[src/rtl/iwt_pkg.sv]
package iwt_pkg;

    typedef struct packed {
        logic ien;
        logic pend;
    } iwt_irq_t;

    typedef struct packed {
        logic req;
        logic act;
        logic exit_p;
    } iwt_idle_t;

endpackage

[src/rtl/iwt_tapcnt.sv]
module iwt_tapcnt #(
    parameter int BASE_TAP = 12,
    parameter int NUM_WIN  = 5,
    parameter int SEL_W    = 3
) (
    input  logic             clk,
    input  logic             rst_n,
    input  logic [SEL_W-1:0] sel,
    output logic             tick
);
    localparam int CNT_W = BASE_TAP + NUM_WIN;
    localparam logic [SEL_W-1:0] SEL_MAX = SEL_W'(NUM_WIN - 1);

    typedef struct packed {
        logic [CNT_W-1:0] cnt;
        logic             tap_prev;
    } tap_st_t;

    tap_st_t          st_d, st_q;
    logic [NUM_WIN-1:0] taps;
    logic [SEL_W-1:0] sel_c;
    logic             tap_now;

    // one candidate bit per window
    genvar g;
    generate
        for (g = 0; g < NUM_WIN; g++) begin : g_tap
            assign taps[g] = st_q.cnt[BASE_TAP + g];
        end
    endgenerate

    always_comb begin
        sel_c   = (sel > SEL_MAX) ? SEL_MAX : sel;
        tap_now = 1'b0;
        for (int i = 0; i < NUM_WIN; i++) begin
            if (sel_c == SEL_W'(i)) begin
                tap_now = taps[i];
            end
        end
        // event: selected bit differs from what was seen last cycle
        tick          = tap_now ^ st_q.tap_prev;
        st_d.cnt      = st_q.cnt + CNT_W'(1);
        st_d.tap_prev = tap_now;
    end

    always_ff @(posedge clk or negedge rst_n) begin
        if (!rst_n) begin
            st_q <= '0;
        end else begin
            st_q <= st_d;
        end
    end
endmodule

[src/rtl/iwt_regs.sv]
module iwt_regs #(
    parameter int SEL_W = 3
) (
    input  logic             clk,
    input  logic             rst_n,
    input  logic             tick,
    input  logic             sel_wr,
    input  logic [SEL_W-1:0] sel_wdata,
    input  logic             ien_wr,
    input  logic             ien_wdata,
    input  logic             pend_clr,
    output logic [SEL_W-1:0] sel,
    output logic             pend,
    output logic             irq
);
    import iwt_pkg::*;

    typedef struct packed {
        logic [SEL_W-1:0] sel;
        iwt_irq_t         irq;
    } reg_st_t;

    reg_st_t st_d, st_q;

    always_comb begin
        st_d = st_q;
        if (sel_wr) begin
            st_d.sel = sel_wdata;
        end
        if (ien_wr) begin
            st_d.irq.ien = ien_wdata;
        end
        // a new event outranks a clear in the same cycle
        st_d.irq.pend = tick | (st_q.irq.pend & ~pend_clr);
    end

    always_ff @(posedge clk or negedge rst_n) begin
        if (!rst_n) begin
            st_q <= '0;
        end else begin
            st_q <= st_d;
        end
    end

    assign sel  = st_q.sel;
    assign pend = st_q.irq.pend;
    assign irq  = st_q.irq.pend & st_q.irq.ien;
endmodule

[src/rtl/iwt_idle.sv]
module iwt_idle (
    input  logic clk,
    input  logic rst_n,
    input  logic idle_set,
    input  logic wake,
    output logic req,
    output logic act,
    output logic exit_p
);
    import iwt_pkg::*;

    iwt_idle_t st_d, st_q;

    always_comb begin
        st_d.exit_p = st_q.req & wake;
        st_d.act    = st_q.req;
        st_d.req    = (st_q.req | idle_set) & ~wake;
    end

    always_ff @(posedge clk or negedge rst_n) begin
        if (!rst_n) begin
            st_q <= '0;
        end else begin
            st_q <= st_d;
        end
    end

    assign req    = st_q.req;
    assign act    = st_q.act;
    assign exit_p = st_q.exit_p;
endmodule

[src/rtl/idle_wake_timer.sv]
module idle_wake_timer #(
    parameter int BASE_TAP = 12,
    parameter int NUM_WIN  = 5,
    parameter int SEL_W    = 3
) (
    input  logic             clk,
    input  logic             rst_n,
    input  logic             sel_wr,
    input  logic [SEL_W-1:0] sel_wdata,
    input  logic             ien_wr,
    input  logic             ien_wdata,
    input  logic             pend_clr,
    input  logic             idle_set,
    input  logic             wake_in,
    output logic [SEL_W-1:0] win_sel_o,
    output logic             pend_o,
    output logic             irq_o,
    output logic             idle_req_o,
    output logic             idle_active_o,
    output logic             idle_exit_o
);
    logic tick;
    logic wake_any;

    iwt_tapcnt #(
        .BASE_TAP (BASE_TAP),
        .NUM_WIN  (NUM_WIN),
        .SEL_W    (SEL_W)
    ) u_cnt (
        .clk   (clk),
        .rst_n (rst_n),
        .sel   (win_sel_o),
        .tick  (tick)
    );

    iwt_regs #(
        .SEL_W (SEL_W)
    ) u_regs (
        .clk       (clk),
        .rst_n     (rst_n),
        .tick      (tick),
        .sel_wr    (sel_wr),
        .sel_wdata (sel_wdata),
        .ien_wr    (ien_wr),
        .ien_wdata (ien_wdata),
        .pend_clr  (pend_clr),
        .sel       (win_sel_o),
        .pend      (pend_o),
        .irq       (irq_o)
    );

    assign wake_any = tick | wake_in;

    iwt_idle u_idle (
        .clk      (clk),
        .rst_n    (rst_n),
        .idle_set (idle_set),
        .wake     (wake_any),
        .req      (idle_req_o),
        .act      (idle_active_o),
        .exit_p   (idle_exit_o)
    );
endmodule

[config.mk]
export PLATFORM = sky130hd
export DESIGN_NAME = idle_wake_timer
export DESIGN_NICKNAME = d
export VERILOG_FILES = /design/src/rtl/iwt_pkg.sv /design/src/rtl/iwt_tapcnt.sv /design/src/rtl/iwt_regs.sv /design/src/rtl/iwt_idle.sv /design/src/rtl/idle_wake_timer.sv
export SDC_FILE = /design/constraint.sdc
export NUM_CORES = 1
export LEC_CHECK = 0
export ABC_AREA = 1
export CAP_MARGIN = 15
export CORE_ASPECT_RATIO = 1.2
export CORE_MARGIN = 3
export CORE_UTILIZATION = 40
export DETAILED_ROUTE_END_ITERATION = 10
export PLACE_DENSITY_LB_ADDON = 0.08
export SLEW_MARGIN = 20
export SYNTH_ARGS = -nofsm -noshare
export SYNTH_HDL_FRONTEND = slang
export SYNTH_SLANG_ARGS = --single-unit
[constraint.sdc]
create_clock -name clk -period 1.2 [get_ports clk]
set_input_delay 0.18 -clock clk [delete_from_list [all_inputs] [get_ports clk]]
set_output_delay 0.18 -clock clk [all_outputs]
set_load 0.01 [all_outputs]
==> reports/qor.yml, run 1 <==
synth_top_cell_area_share: 0.5708
synth-adder-area-share: 0.01098
end_kind: "flop"
cp.arrival_ns: 1.52
cellPowerDensity_mw_per_mm2: 972.3
grt_max_degree: 27
dieWidth_um: 54.73
synthArstFlopShare: 1.000
first_iter_violations: 3
final_max_slew_viol_count: 0
initial_core_util: 0.4338
synth-simple-area-share: 0.2119
vdd_ir_drop_max_mv: 0.5665
use_met3: 0.02299
fin_crit_sh: 1.083
syn_area_mm2: 0.001140
synth-edff-count: 0
top_usage_layer: "met2"
r2r-start: "u_cnt.st_q[1]"
yosys-top-cells-count: "27 x nand2_1, 26 x dfrtp_1, 15 x inv_1"
vias: 909
startpoint: "u_cnt.st_q[1]"
netlist_top_cells_area: "dfrtp_1 57%, nand2_1 8.9%, xor2_1 6.1%, inv_1 4.9%, xnor2_1 4.6%"
wl_per_cell_um: 11.29
muxShareOfSynthArea: 0.009879
drive_gt1_frac: 0.3585
synthCells: 118
cts_made_buffers: 3
seq_area_frac_synth: 0.5708
synth_cell_types: 17
cap_violations: 0
skew_ns: 0.005495
synth_ff_type: "dfrtp_1"
area_growth_pct: 46.32
fin_ws_ns: -0.09926
routed_wl_mm: 2.168
synth_warnings: 0
r2r_slack_ns: -0.1
cts_hold_repair.buffers: 0
holdCritPathClass: "in2async"
max-slew-margin-rel: 0.8345
outcome: "finished, violations left"
grt_antenna_before_repair: 0
dp_hpwl_mm: 1.437
grt_use_met1: 0.1644
die_area_mm2: 0.003529
syn_area_per_cell_um2: 9.660
clock_latency_ns: 0.31
cellLeakagePower_nw: 0.8510
clkTransAtPathRegs_ns: 0.14
avgViaCountPerCell: 4.734
num_io_pins: 19
crit_type: "reg2reg"
critPathLaunchType: "flop"
grt_use_total: 0.1364
timing.rr.end: "u_cnt.st_q[17]"
endpoint: "u_cnt.st_q[17]"
hold_slack_ns: 0.2006
finalCriticalPeriod_ns: 1.299
grt_pass1_wl_mm: 3.505
synth_xor_area_frac: 0.1076
rsz0062_at_grt: "true"
synth_compound_area_frac: 0.01976
htree_levels: 1
use_met2: 0.2263
violations: "negative setup slack"
ant_nets: 0
syn-num-nets: 130
antenna_cells: 0
worstRegToRegCells: 6
grt_overflow: 0
nNetsFinal: 172
rows: 20
cp_max_fo: 4
timing.fmax_mhz: 769.7
dp_slack_ns: -0.07933
die_h_um: 64.48
worstMarginPinSlew_ns: 0.2475
hold_viol: 0
synth_top_cell_by_area: "dfrtp_1"
cts_max_path_buffers: 2
port_buffers: 18
setup_viol: 7
grt_pass1_vias: 873
synth-seq-cells: 26
core_area_mm2: 0.002628
synth_most_common_cell: "nand2_1"
drcViolationCount: 0
cts_tree: "built"
synth_top_family_by_area: "simple AND/OR/NAND/NOR gates"
gp_congestion: 0.7952
firstDrtPassIters: 3
required_ns: 1.42
cts.sinks: 26
root_buffer: "clkbuf_4"
cells by family (layout without fill, tap and decap cells):
kind of cell	count (synthesis)	count (layout)
buf+inv	18	59
fa+ha+maj	1	1
xor+xnor	14	14
simple gates	54	54
compound gates	4	4
flops	26	26
mux	1	1
registers in the layout, indices dropped and copies added (netlist names):
register,flops
u_regs.sel,3
u_regs.st_q,1
u_idle.exit_p,1
u_regs.pend,1
u_idle.act,1
u_cnt.st_q,18
u_idle.req,1
through the flow:
stage | TNS (ns) | instance area (µm²) | instances | total power (W) | util
floorplan | -0.04710 | 1142 | 118 | 0.001019 | -
global placement | -0.09554 | 1444 | 178 | 0.001136 | 0.5495
detailed placement | -0.1856 | 1444 | 178 | 0.001139 | 0.5495
CTS | -0.3126 | 1574 | 190 | 0.001590 | 0.5990
global route | -1.215 | 1668 | 192 | 0.001702 | 0.6348
finish | -0.3238 | 1668 | 192 | 0.001622 | 0.6348
where the power goes:
part / switching, W / total [W] / internal, W
combinational: 0.000114 / 0.000261 / 0.000147
clock: 0.000250 / 0.000435 / 0.000185
sequential: 0.0000189 / 0.000926 / 0.000907
how the worst min path moves through the flow:
stage               start            end  slack [ns]  cells past startpoint
2_1_floorplan       rst_n  u_cnt.st_q[0]       -0.12                      0
3_3_place_gp   u_idle.req     u_idle.act        0.41                      0
3_5_place_dp   u_idle.req     u_idle.act        0.43                      0
4_1_cts             rst_n  u_regs.sel[1]        0.20                      2
5_1_grt             rst_n  u_regs.sel[2]        0.19                      2
6_report            rst_n  u_regs.sel[1]        0.20                      2
critical path, stage by stage, from the launching register on:
cell     delay [ns]
dfrtp_1        0.39
ha_2           0.18
nand4_1        0.21
nor2_2         0.21
nand3_1        0.10
nand2_1        0.07
nand2_1        0.04
cells in the final DEF, fill, tap and decap left out, drive strengths merged:
master,instances
buf,23
clkbuf,5
clkdlybuf4s15,5
clkdlybuf4s50,10
dfrtp,26
dlygate4sd2,1
ha,1
inv,15
mux2,1
nand2,27
nand3,11
nand4,4
nor2,11
nor3,1
o211ai,1
o21ai,3
xnor2,6
xor2,8
layer usage:
layer / up-vias / wire (µm)
li1: 446 / -
met1: 444 / 836
met2: 17 / 1181
met3: 2 / 131
met4: 0 / 18
met5: - / 0
area by class of cell:
cell class | instances | area [µm²]
Sequential cell | 26 | 650.6
Timing Repair Buffer | 40 | 364.1
Fill cell | 220 | 959.7
Multi-Input combinational cell | 74 | 516.7
Tap cell | 33 | 41.29
Clock buffer | 4 | 36.28
Inverter | 15 | 58.81
repair_timing:
action / in CTS / in global routing
setup endpoints to repair: 15 / 19
pin swaps: 9 / 11
buffers inserted: 8 / 2
gates resized for setup: 22 / 29
No activity file was read; power rests on OpenSTA's default activity.
==> inputs of run 2 (changes only) <==
Settings changed: CTS_CLUSTER_SIZE set to 8, SLEW_MARGIN 20 to unset.
Clock period 1.2 ns to 1.3 ns, I/O delays scaled along.
==> reports/qor.yml, run 2 (synthesis results as in run 1) <==
die_area_mm2: 0.003529  # unchanged
cp_top_family: "simple AND/OR/NAND/NOR gates"
initial_core_util: 0.4338  # unchanged
port_buffers: 18  # unchanged
dp.cells: 168  # -5.6%
grt_pass1_vias: 824  # -5.6%
end_kind: "flop"
num_io_pins: 19  # unchanged
first_iter_violations: 23  # +20
firstDrtPassIters: 4  # +1
routed_wl_mm: 2.030  # -6.4%
path_buf_inv: 0  # unchanged
cts_tree: "built"
setup_viol: 1  # -6
clock_latency_ns: 0.31  # about the same
cp_max_fo: 4  # unchanged
cellLeakagePower_nw: 0.7883  # -7.4%
ant_nets: 0  # unchanged
cts_hold_repair.buffers: 0  # unchanged
crit_slowest_cell: "dfrtp_1"
outcome: "finished, violations left"
fin_crit_sh: 1.009  # -0.07362
cts_max_path_buffers: 2  # unchanged
required_ns: 1.51  # +0.09 ns
drcViolationCount: 0  # unchanged
vdd_ir_drop_max_mv: 0.5467  # -3.5%
grt_use_total: 0.1307  # -0.005729
skew_ns: 0.003447  # -0.002048 ns
final_max_slew_viol_count: 0  # unchanged
fin_ws_ns: -0.01182  # +0.08744 ns
crit_type: "reg2reg"
largest_reg_flops: 18  # unchanged
grt_max_degree: 27  # unchanged
cpPeakStageDelay_ns: 0.41  # +0.02 ns
cp.arrival_ns: 1.52  # about the same
dp_hpwl_mm: 1.408  # -2.0%
wl_per_cell_um: 11.15  # -1.2%
grt_pass1_wl_mm: 3.401  # -3.0%
dpl_cell_area_mm2: 0.001354  # -6.2%
holdCritPathClass: "in2async"
core_area_mm2: 0.002628  # unchanged
clkTransAtPathRegs_ns: 0.13  # about the same
dieWidth_um: 54.73  # unchanged
finalCriticalPeriod_ns: 1.312  # +0.01256 ns
mostFrequentLayoutCells: "26 x nand2_1, 26 x dfrtp_1, 15 x inv_1"
antenna_cells: 0  # unchanged
cap_violations: 0  # unchanged
area_growth_pct: 32.16
worstMarginPinSlew_ns: 0.3239  # +0.07648 ns
gp_congestion: 0.7478  # -6.0%
drive_gt1_frac: 0.2148  # -0.1437
grt_overflow: 0  # unchanged
rows: 20  # unchanged
cts_made_buffers: 3  # unchanged
root_buffer: "clkbuf_4"
fin_cells: 182  # -5.2%
max-slew-margin-rel: 0.7840  # -0.05049
critPathLaunchType: "flop"
nNetsFinal: 162  # -5.8%
r2r_slack_ns: -0.01  # +0.09 ns
vias: 824  # -9.4%
htree_levels: 1  # unchanged
crit_chain: "ha_2, nand4_1, nor2_2, nand2_1, xnor2_1"
cts.sinks: 26  # unchanged
r2r-start: "u_cnt.st_q[1]"
worstRegToRegCells: 5  # -1
cellPowerDensity_mw_per_mm2: 1047  # +7.6%
rsz0062_at_grt: "true"
regMostFlops: "u_cnt.st_q"
final_area_mm2: 0.001506  # -9.7%
avgViaCountPerCell: 4.527  # -4.4%
grt_antenna_before_repair: 0  # unchanged
timing.fmax_mhz: 762.3  # -0.96%
violations: "negative setup slack"
hold_viol: 0  # unchanged
die_h_um: 64.48  # unchanged
timing.rr.end: "u_cnt.st_q[15]"
[run 2: timing repair]
| action | in CTS | in global routing |
|---|---|---|
| pin swaps | 2 | 5 |
| setup buffers | 6 | 5 |
| cloned | 0 | 0 |
| gates resized for setup | 12 | 10 |
| setup endpoints to repair | 10 | 10 |
[run 2: area by class of cell]
| type | instances | area, µm² |
|---|---|---|
| Clock inverter | 1 | 30.03 |
| Inverter | 15 | 56.30 |
| Tap cell | 33 | 41.29 |
| Timing Repair Buffer | 30 | 255.2 |
| Clock buffer | 3 | 22.52 |
| Sequential cell | 26 | 650.6 |
| Fill cell | 257 | 1121 |
| Multi-Input combinational cell | 74 | 450.4 |
[run 2: per-layer routing]
metal | vias up | global-route usage | wire length, µm
met1 | 376 | 0.1596 | 858
met2 | 17 | 0.2175 | 1007
met5 | - | 0 | 0
met3 | 2 | 0.02299 | 142
li1 | 429 | - | -
met4 | 0 | 0.05607 | 21
[run 2: worst max-delay path by stage]
stage	start	endpoint	depth (start not counted)
after global routing	u_cnt.st_q[1]	u_cnt.st_q[15]	5
after floorplan	u_cnt.st_q[1]	u_cnt.st_q[17]	6
after CTS	u_cnt.st_q[1]	u_cnt.st_q[15]	5
after global placement	u_cnt.st_q[1]	u_cnt.st_q[17]	6
final	u_cnt.st_q[1]	u_cnt.st_q[15]	5
after detailed placement	u_cnt.st_q[1]	u_cnt.st_q[17]	6
[run 2: power by group]
| part | switching (W) | total [W] | internal (W) |
|---|---|---|---|
| Sequential | 0.0000151 | 0.000852 | 0.000837 |
| Clock | 0.000225 | 0.000537 | 0.000311 |
| Combinational | 0.0000900 | 0.000188 | 0.0000978 |
[run 2: metrics by stage]
step / worst slack (ns) / TNS, ns / hold WS [ns] / util / power [W]
final: -0.01182 / -0.01182 / 0.2346 / 0.5733 / 0.001577
after global routing: -0.1172 / -0.6194 / 0.2307 / 0.5733 / 0.001664
after CTS: 0.01827 / 0 / 0.2375 / 0.5481 / 0.001593
after detailed placement: -0.02958 / -0.03412 / 0.4234 / 0.5152 / 0.001046
after global placement: 0.03011 / 0 / 0.4113 / 0.5152 / 0.001044
after floorplan: 0.06859 / 0 / -0.1006 / - / 0.0009406
